[src/rtl/dma_xfer_pkg.sv]
package dma_xfer_pkg;
  typedef enum logic [1:0] {
    ST_IDLE = 2'd0,
    ST_REQ  = 2'd1,
    ST_MOVE = 2'd2,
    ST_REL  = 2'd3
  } dma_state_t;

  localparam logic [1:0] OFS_ADDR  = 2'd0;
  localparam logic [1:0] OFS_COUNT = 2'd1;
  localparam logic [1:0] OFS_CTL   = 2'd2;
  localparam logic [1:0] OFS_STAT  = 2'd3;

  localparam int CTL_GO     = 0;
  localparam int CTL_TO_MEM = 1;
  localparam int CTL_BURST  = 2;
  localparam int CTL_IRQ_EN = 3;

  localparam int STS_BUSY = 0;
  localparam int STS_DONE = 1;
endpackage

[src/rtl/dma_regs.sv]
module dma_regs
  import dma_xfer_pkg::*;
(
  input  logic       clk,
  input  logic       rst_n,
  input  logic       reg_wr,
  input  logic [1:0] reg_addr,
  input  logic [3:0] wbits,
  input  logic       busy,
  input  logic       done_set,
  output logic       ld_addr,
  output logic       ld_count,
  output logic       go,
  output logic       cfg_to_mem,
  output logic       cfg_burst,
  output logic       cfg_irq_en,
  output logic       done
);
  logic host_ok;
  logic ctl_wr;
  logic done_clr;

  assign host_ok  = reg_wr && !busy;
  assign ld_addr  = host_ok && (reg_addr == OFS_ADDR);
  assign ld_count = host_ok && (reg_addr == OFS_COUNT);
  assign ctl_wr   = host_ok && (reg_addr == OFS_CTL);
  assign go       = ctl_wr && wbits[CTL_GO];
  assign done_clr = (reg_wr && (reg_addr == OFS_STAT) && wbits[STS_DONE]) || go;

  always_ff @(posedge clk) begin
    if (!rst_n) begin
      cfg_to_mem <= 1'b0;
      cfg_burst  <= 1'b0;
      cfg_irq_en <= 1'b0;
    end else if (ctl_wr) begin
      cfg_to_mem <= wbits[CTL_TO_MEM];
      cfg_burst  <= wbits[CTL_BURST];
      cfg_irq_en <= wbits[CTL_IRQ_EN];
    end
  end

  always_ff @(posedge clk) begin
    if (!rst_n)        done <= 1'b0;
    else if (done_set) done <= 1'b1;
    else if (done_clr) done <= 1'b0;
  end
endmodule

[src/rtl/dma_addr_cnt.sv]
module dma_addr_cnt #(
  parameter int AW = 16,
  parameter int CW = 16,
  parameter int RW = 16
) (
  input  logic          clk,
  input  logic          rst_n,
  input  logic          ld_addr,
  input  logic          ld_count,
  input  logic [RW-1:0] wdata,
  input  logic          beat,
  output logic [AW-1:0] cur_addr,
  output logic [CW-1:0] cur_count,
  output logic          count_zero,
  output logic          last_word
);
  function automatic logic [AW-1:0] addr_after(input logic [AW-1:0] a);
    return a + {{(AW-1){1'b0}}, 1'b1};
  endfunction

  function automatic logic [CW-1:0] count_after(input logic [CW-1:0] c);
    return c - {{(CW-1){1'b0}}, 1'b1};
  endfunction

  always_ff @(posedge clk) begin
    if (!rst_n) begin
      cur_addr  <= '0;
      cur_count <= '0;
    end else begin
      if (ld_addr)   cur_addr <= wdata[AW-1:0];
      else if (beat) cur_addr <= addr_after(cur_addr);
      if (ld_count)  cur_count <= wdata[CW-1:0];
      else if (beat) cur_count <= count_after(cur_count);
    end
  end

  assign count_zero = (cur_count == '0);
  assign last_word  = (cur_count == {{(CW-1){1'b0}}, 1'b1});
endmodule

[src/rtl/dma_seq.sv]
module dma_seq
  import dma_xfer_pkg::*;
(
  input  logic       clk,
  input  logic       rst_n,
  input  logic       go,
  input  logic       count_zero,
  input  logic       last_word,
  input  logic       cfg_burst,
  input  logic       cfg_to_mem,
  input  logic       bus_ack,
  input  logic       per_out_ready,
  input  logic       per_in_valid,
  output dma_state_t state,
  output logic       bus_req,
  output logic       busy,
  output logic       beat,
  output logic       done_set,
  output logic       mem_en,
  output logic       mem_we,
  output logic       per_out_valid,
  output logic       per_in_ready
);
  dma_state_t nxt;
  logic       move_ok;

  assign move_ok       = (state == ST_MOVE) && bus_ack;
  assign per_out_valid = move_ok && !cfg_to_mem;
  assign per_in_ready  = move_ok && cfg_to_mem;
  assign beat          = cfg_to_mem ? (move_ok && per_in_valid) : (move_ok && per_out_ready);
  assign mem_en        = beat;
  assign mem_we        = beat && cfg_to_mem;
  assign bus_req       = (state == ST_REQ) || (state == ST_MOVE);
  assign busy          = (state != ST_IDLE);

  always_comb begin
    nxt      = state;
    done_set = 1'b0;
    unique case (state)
      ST_IDLE: if (go) begin
        if (count_zero) done_set = 1'b1;
        else            nxt = ST_REQ;
      end
      ST_REQ:  if (bus_ack) nxt = ST_MOVE;
      ST_MOVE: if (beat && (last_word || !cfg_burst)) nxt = ST_REL;
      ST_REL:  if (!bus_ack) begin
        if (count_zero) begin
          nxt      = ST_IDLE;
          done_set = 1'b1;
        end else begin
          nxt = ST_REQ;
        end
      end
      default: nxt = ST_IDLE;
    endcase
  end

  always_ff @(posedge clk) begin
    if (!rst_n) state <= ST_IDLE;
    else        state <= nxt;
  end
endmodule

[src/rtl/dma_xfer_ctrl.sv]
module dma_xfer_ctrl
  import dma_xfer_pkg::*;
#(
  parameter int AW = 16,
  parameter int CW = 16,
  parameter int DW = 32,
  parameter int RW = (AW > CW) ? AW : CW
) (
  input  logic          clk,
  input  logic          rst_n,
  input  logic          reg_wr,
  input  logic [1:0]    reg_addr,
  input  logic [RW-1:0] reg_wdata,
  output logic [RW-1:0] reg_rdata,
  output logic          bus_req,
  input  logic          bus_ack,
  output logic          mem_en,
  output logic          mem_we,
  output logic [AW-1:0] mem_addr,
  output logic [DW-1:0] mem_wdata,
  input  logic [DW-1:0] mem_rdata,
  output logic [DW-1:0] per_out_data,
  output logic          per_out_valid,
  input  logic          per_out_ready,
  input  logic [DW-1:0] per_in_data,
  input  logic          per_in_valid,
  output logic          per_in_ready,
  output logic          irq
);
  logic          ld_addr, ld_count, go;
  logic          cfg_to_mem, cfg_burst, cfg_irq_en, done;
  logic          busy, beat_w, done_set;
  logic          count_zero, last_word;
  logic [AW-1:0] cur_addr;
  logic [CW-1:0] cur_count;
  dma_state_t    state;

  dma_regs u_regs (
    .clk(clk), .rst_n(rst_n), .reg_wr(reg_wr), .reg_addr(reg_addr),
    .wbits(reg_wdata[3:0]), .busy(busy), .done_set(done_set),
    .ld_addr(ld_addr), .ld_count(ld_count), .go(go),
    .cfg_to_mem(cfg_to_mem), .cfg_burst(cfg_burst), .cfg_irq_en(cfg_irq_en),
    .done(done)
  );

  dma_addr_cnt #(.AW(AW), .CW(CW), .RW(RW)) u_dp (
    .clk(clk), .rst_n(rst_n), .ld_addr(ld_addr), .ld_count(ld_count),
    .wdata(reg_wdata), .beat(beat_w), .cur_addr(cur_addr),
    .cur_count(cur_count), .count_zero(count_zero), .last_word(last_word)
  );

  dma_seq u_seq (
    .clk(clk), .rst_n(rst_n), .go(go), .count_zero(count_zero),
    .last_word(last_word), .cfg_burst(cfg_burst), .cfg_to_mem(cfg_to_mem),
    .bus_ack(bus_ack), .per_out_ready(per_out_ready), .per_in_valid(per_in_valid),
    .state(state), .bus_req(bus_req), .busy(busy), .beat(beat_w),
    .done_set(done_set), .mem_en(mem_en), .mem_we(mem_we),
    .per_out_valid(per_out_valid), .per_in_ready(per_in_ready)
  );

  assign mem_addr     = cur_addr;
  assign mem_wdata    = per_in_data;
  assign per_out_data = mem_rdata;
  assign irq          = done && cfg_irq_en;

  always_comb begin
    reg_rdata = '0;
    unique case (reg_addr)
      OFS_ADDR:  reg_rdata[AW-1:0] = cur_addr;
      OFS_COUNT: reg_rdata[CW-1:0] = cur_count;
      OFS_CTL: begin
        reg_rdata[CTL_TO_MEM] = cfg_to_mem;
        reg_rdata[CTL_BURST]  = cfg_burst;
        reg_rdata[CTL_IRQ_EN] = cfg_irq_en;
      end
      default: begin
        reg_rdata[STS_BUSY] = busy;
        reg_rdata[STS_DONE] = done;
      end
    endcase
  end
endmodule

[config.mk]
export PLATFORM = sky130hd
export DESIGN_NAME = dma_xfer_ctrl
export DESIGN_NICKNAME = d
export VERILOG_FILES = /design/src/rtl/dma_xfer_pkg.sv /design/src/rtl/dma_regs.sv /design/src/rtl/dma_addr_cnt.sv /design/src/rtl/dma_seq.sv /design/src/rtl/dma_xfer_ctrl.sv
export SDC_FILE = /design/constraint.sdc
export NUM_CORES = 1
export LEC_CHECK = 0
export ABC_CLOCK_PERIOD_IN_PS = 5640
export CORE_MARGIN = 4
export CORE_UTILIZATION = 50
export CTS_BUF_LIST = sky130_fd_sc_hd__clkbuf_8 sky130_fd_sc_hd__clkbuf_16
export CTS_CLUSTER_SIZE = 14
export DETAILED_ROUTE_END_ITERATION = 6
export DONT_BUFFER_PORTS = 1
export PLACE_DENSITY = 0.77
export SETUP_SLACK_MARGIN = 0.5
export SLEW_MARGIN = 10
export SYNTH_ARGS = -nofsm -noshare
export SYNTH_HDL_FRONTEND = slang
export SYNTH_SLANG_ARGS = --single-unit
[constraint.sdc]
create_clock -name clk -period 5.64 [get_ports clk]
set_clock_uncertainty 0.05 [all_clocks]
set_input_delay 0.282 -clock clk [delete_from_list [all_inputs] [get_ports clk]]
set_output_delay 0.282 -clock clk [all_outputs]
set_load 0.02 [all_outputs]
==> results.tsv <==
metric	value	unit
Nets	389	
pwr dens	302	nW/µm²
multiplexer share of the synthesized area	0.0668	
Worst-path clk slew	0.08	ns
layout cell share with drive strength beyond 1	0.0578	
clock sink count	38	
Netlist Area Pre-Place	2900	µm²
Least-Margin Pin Slew	1.08	ns
Final Hold Vio Count	0	
sequential share of the synthesized area	0.262	
CTS Root Cell	clkbuf_8	
Die Y-Extent	84.2	µm
htree depth	2	
type of origin of the critical path	flip-flop	
Internal	0.487	mW
Post-Synth Simple-Gate Area	0.210	
global-route wire length before repair	11000	µm
HP Class	in -> reg	
post-route ant nets	0	
ys async rst share	0	
n_diodes	0	
Synth top area share	0.262	
# rows	27	
largest fanout on the critical path	5	
hold buffer count at CTS	0	
Max Freq	413	MHz
Hold Slack	0.0674	ns
CTS resizes	0	
CP peak stage delay	0.53	ns
Area Growth Syn to Fin	-11.7	%
Leak	0.902	nW
CTS max path bufs	2	
Multi-input gate area	1580	µm²
Final Critical Period	2.42	ns
dominant cell type by area after synthesis	dfxtp_1	
syn nets	459	
top cell family by delay on the critical path	simple AND/OR/NAND/NOR gates	
CP arrival	2.56	ns
top cells by count, synth	64 x buf_4, 42 x nor2_1, 38 x dfxtp_1, 19 x a211oi_1, 18 x nand2_1	
Worst Path Required	5.78	ns
Inst Count DP	358	
worst skew pair latency	0.29	ns
number of global-route vias before repair	2258	
VDD IR-drop max	133	µV
max-cap violations	0	
Die W	84.2	µm
vias post-DR	2276	
clock power share	0.252	
gr ovfl total	0	
crit end category	flip-flop	
Setup-failing EPs final	0	
TritonCTS buffer count	5	
Critical Path Slowest Stage Cell	or4_4	
relative slew slack	0.280	
xor and xnor area share after synthesis	0.0844	
floorplan core area	5570	µm²
Yosys reg bits	38	
ranking of synthesized cells by area	dfxtp_1 26%, buf_4 17%, mux2i_1 5.5%	
final cell count without fillers	366	
DRT iter0 DRCs	112	
drt drc	0	
Synth Flop Type	dfxtp_1	
pin count of the biggest net entering global routing	33	
Post-synth EDFFs	0	
cell chain of the critical path	inv_1 > ha_1 > or4b_1 > or4_4 > a211oi_1 > a31oi_1 > a21boi_2	
Synth Area in Compound Gates	0.147	
R2R setup slack	3.22	ns
setup TNS	0	ns
syn_area_per_cell	8.00	µm²
routed vias/inst	6.22	
initial antenna violation count	0	
status	completed	
CP Class	reg -> reg	
io pins	190	
final wirelength	6870	µm
Routed WL per cell	18.8	µm
final worst path period share	0.430	
post-CTS setup buffer count	0	
Synth Warn #	0	
hpwl dp	5000	µm
port bufs	0	
Worst Path Buf+Inv	1	
Total GRT Usage	0.190	
Adder-Cell Fraction of Synth Area	0.0345	
RSZ-0062 raised after global routing	no	
count leader, synth	buf_4	
GP Congestion	0.804	
Pins Over Slew Limit	0	
initial cell density of the core	0.521	
Yosys cell types	45	
fillers	560	
Cells after Synth	363	
Seq. cell area	761	µm²
Comb pwr share	0.282	
largest family of logic cells by synthesized area	simple AND/OR/NAND/NOR gates	
TritonCTS clock tree	built	
net switching power	0.288	mW
sw frac	0.371	
power share of the sequential group	0.466	
die area	7090	µm²
DR pass1 iterations	5	
## worst register-to-register path, delay by kind of cell, from the launching register on
| kind | cells | cell delay (ns) |
|---|---|---|
| AND/OR/NAND/NOR | 2 | 1.03 |
| adder cells (fa/ha/maj) | 1 | 0.22 |
| AO/OA/AOI/OAI | 3 | 0.59 |
| buffers and inverters | 1 | 0.08 |
| flip-flops | 1 | 0.36 |
## per-stage QoR
step                utilization  setup WS (ns)  total power [mW]  instance area (µm²)
finish                    0.460           3.22             0.775                 2560
global route              0.460           3.07             0.819                 2560
CTS                       0.460           3.25             0.779                 2560
detailed placement        0.444           3.28             0.583                 2470
floorplan                     -           3.47             0.609                 2900
global placement          0.444           3.33             0.576                 2470
## power by group through the flow
| stage | Sequential [mW] | Combinational (mW) | Clock, mW |
|---|---|---|---|
| floorplan | 0.352 | 0.257 | 0 |
| global placement | 0.365 | 0.211 | 0 |
| detailed placement | 0.367 | 0.216 | 0 |
| CTS | 0.360 | 0.218 | 0.200 |
| global route | 0.367 | 0.241 | 0.210 |
| finish | 0.361 | 0.218 | 0.196 |
## registers in the layout, summed over array words and instances, names as in the netlist
| register | count |
|---|---|
| u_dp.cur_addr | 16 |
| u_dp.cur_count | 16 |
| u_regs.cfg_burst | 1 |
| u_regs.cfg_irq_en | 1 |
| u_regs.cfg_to_mem | 1 |
| u_regs.done | 1 |
| u_seq.state | 2 |
## logic make-up after synthesis
group	count (synthesis)
and+or+nand+nor	119
buffers and inverters	87
AOI/OAI and AO/OA	65
DFF	38
xor gates and xnor gates	28
muxes	18
adders and majority gates	8
## layer usage
metal / track usage / vias up / wire length, µm
li1: - / 1067 / -
met1: 0.231 / 1057 / 2790
met2: 0.287 / 118 / 3130
met3: 0.0726 / 34 / 736
met4: 0.107 / 0 / 210
met5: 0 / - / 0
## area by class of cell
class / count / area share
inverters: 8 / 0.0117
multi-input cells: 238 / 0.615
clock buffers: 6 / 0.0322
repair buffers: 2 / 0.00586
clock inverters: 2 / 0.00342
well taps: 72 / 0.0351
flip-flops and latches: 38 / 0.297
## final timing paths
check,from,endpoint,depth (start not counted)
worst min-delay path,reg_wdata[1],u_regs.cfg_to_mem,2
worst max-delay path,u_dp.cur_count[0],u_seq.state[0],7
worst min register to register,u_regs.cfg_burst,u_regs.cfg_burst,2
worst max register to register,u_dp.cur_count[0],u_seq.state[0],7
## cell usage in the layout, fill, tap and decap left out, types with 3 or more instances in the layout
| master | Yosys | final |
|---|---|---|
| a311oi_1 | 3 | 3 |
| nand3_1 | 12 | 12 |
| ha_1 | 8 | 8 |
| o21ai_0 | 16 | 16 |
| clkbuf_8 | 0 | 6 |
| nand4_1 | 7 | 7 |
| and2_1 | 5 | 5 |
| and3_1 | 4 | 4 |
| or3_1 | 4 | 4 |
| dfxtp_1 | 38 | 38 |
| nor2_1 | 42 | 42 |
| nand2_1 | 18 | 18 |
| mux2i_1 | 16 | 16 |
| nor4_1 | 3 | 3 |
| a21oi_1 | 17 | 17 |
| xnor2_1 | 15 | 15 |
| nor3_1 | 7 | 7 |
| o211ai_1 | 3 | 3 |
| a211oi_1 | 19 | 19 |
| xor2_1 | 13 | 13 |
| inv_1 | 7 | 8 |
Power figures use the tool's default switching activity.
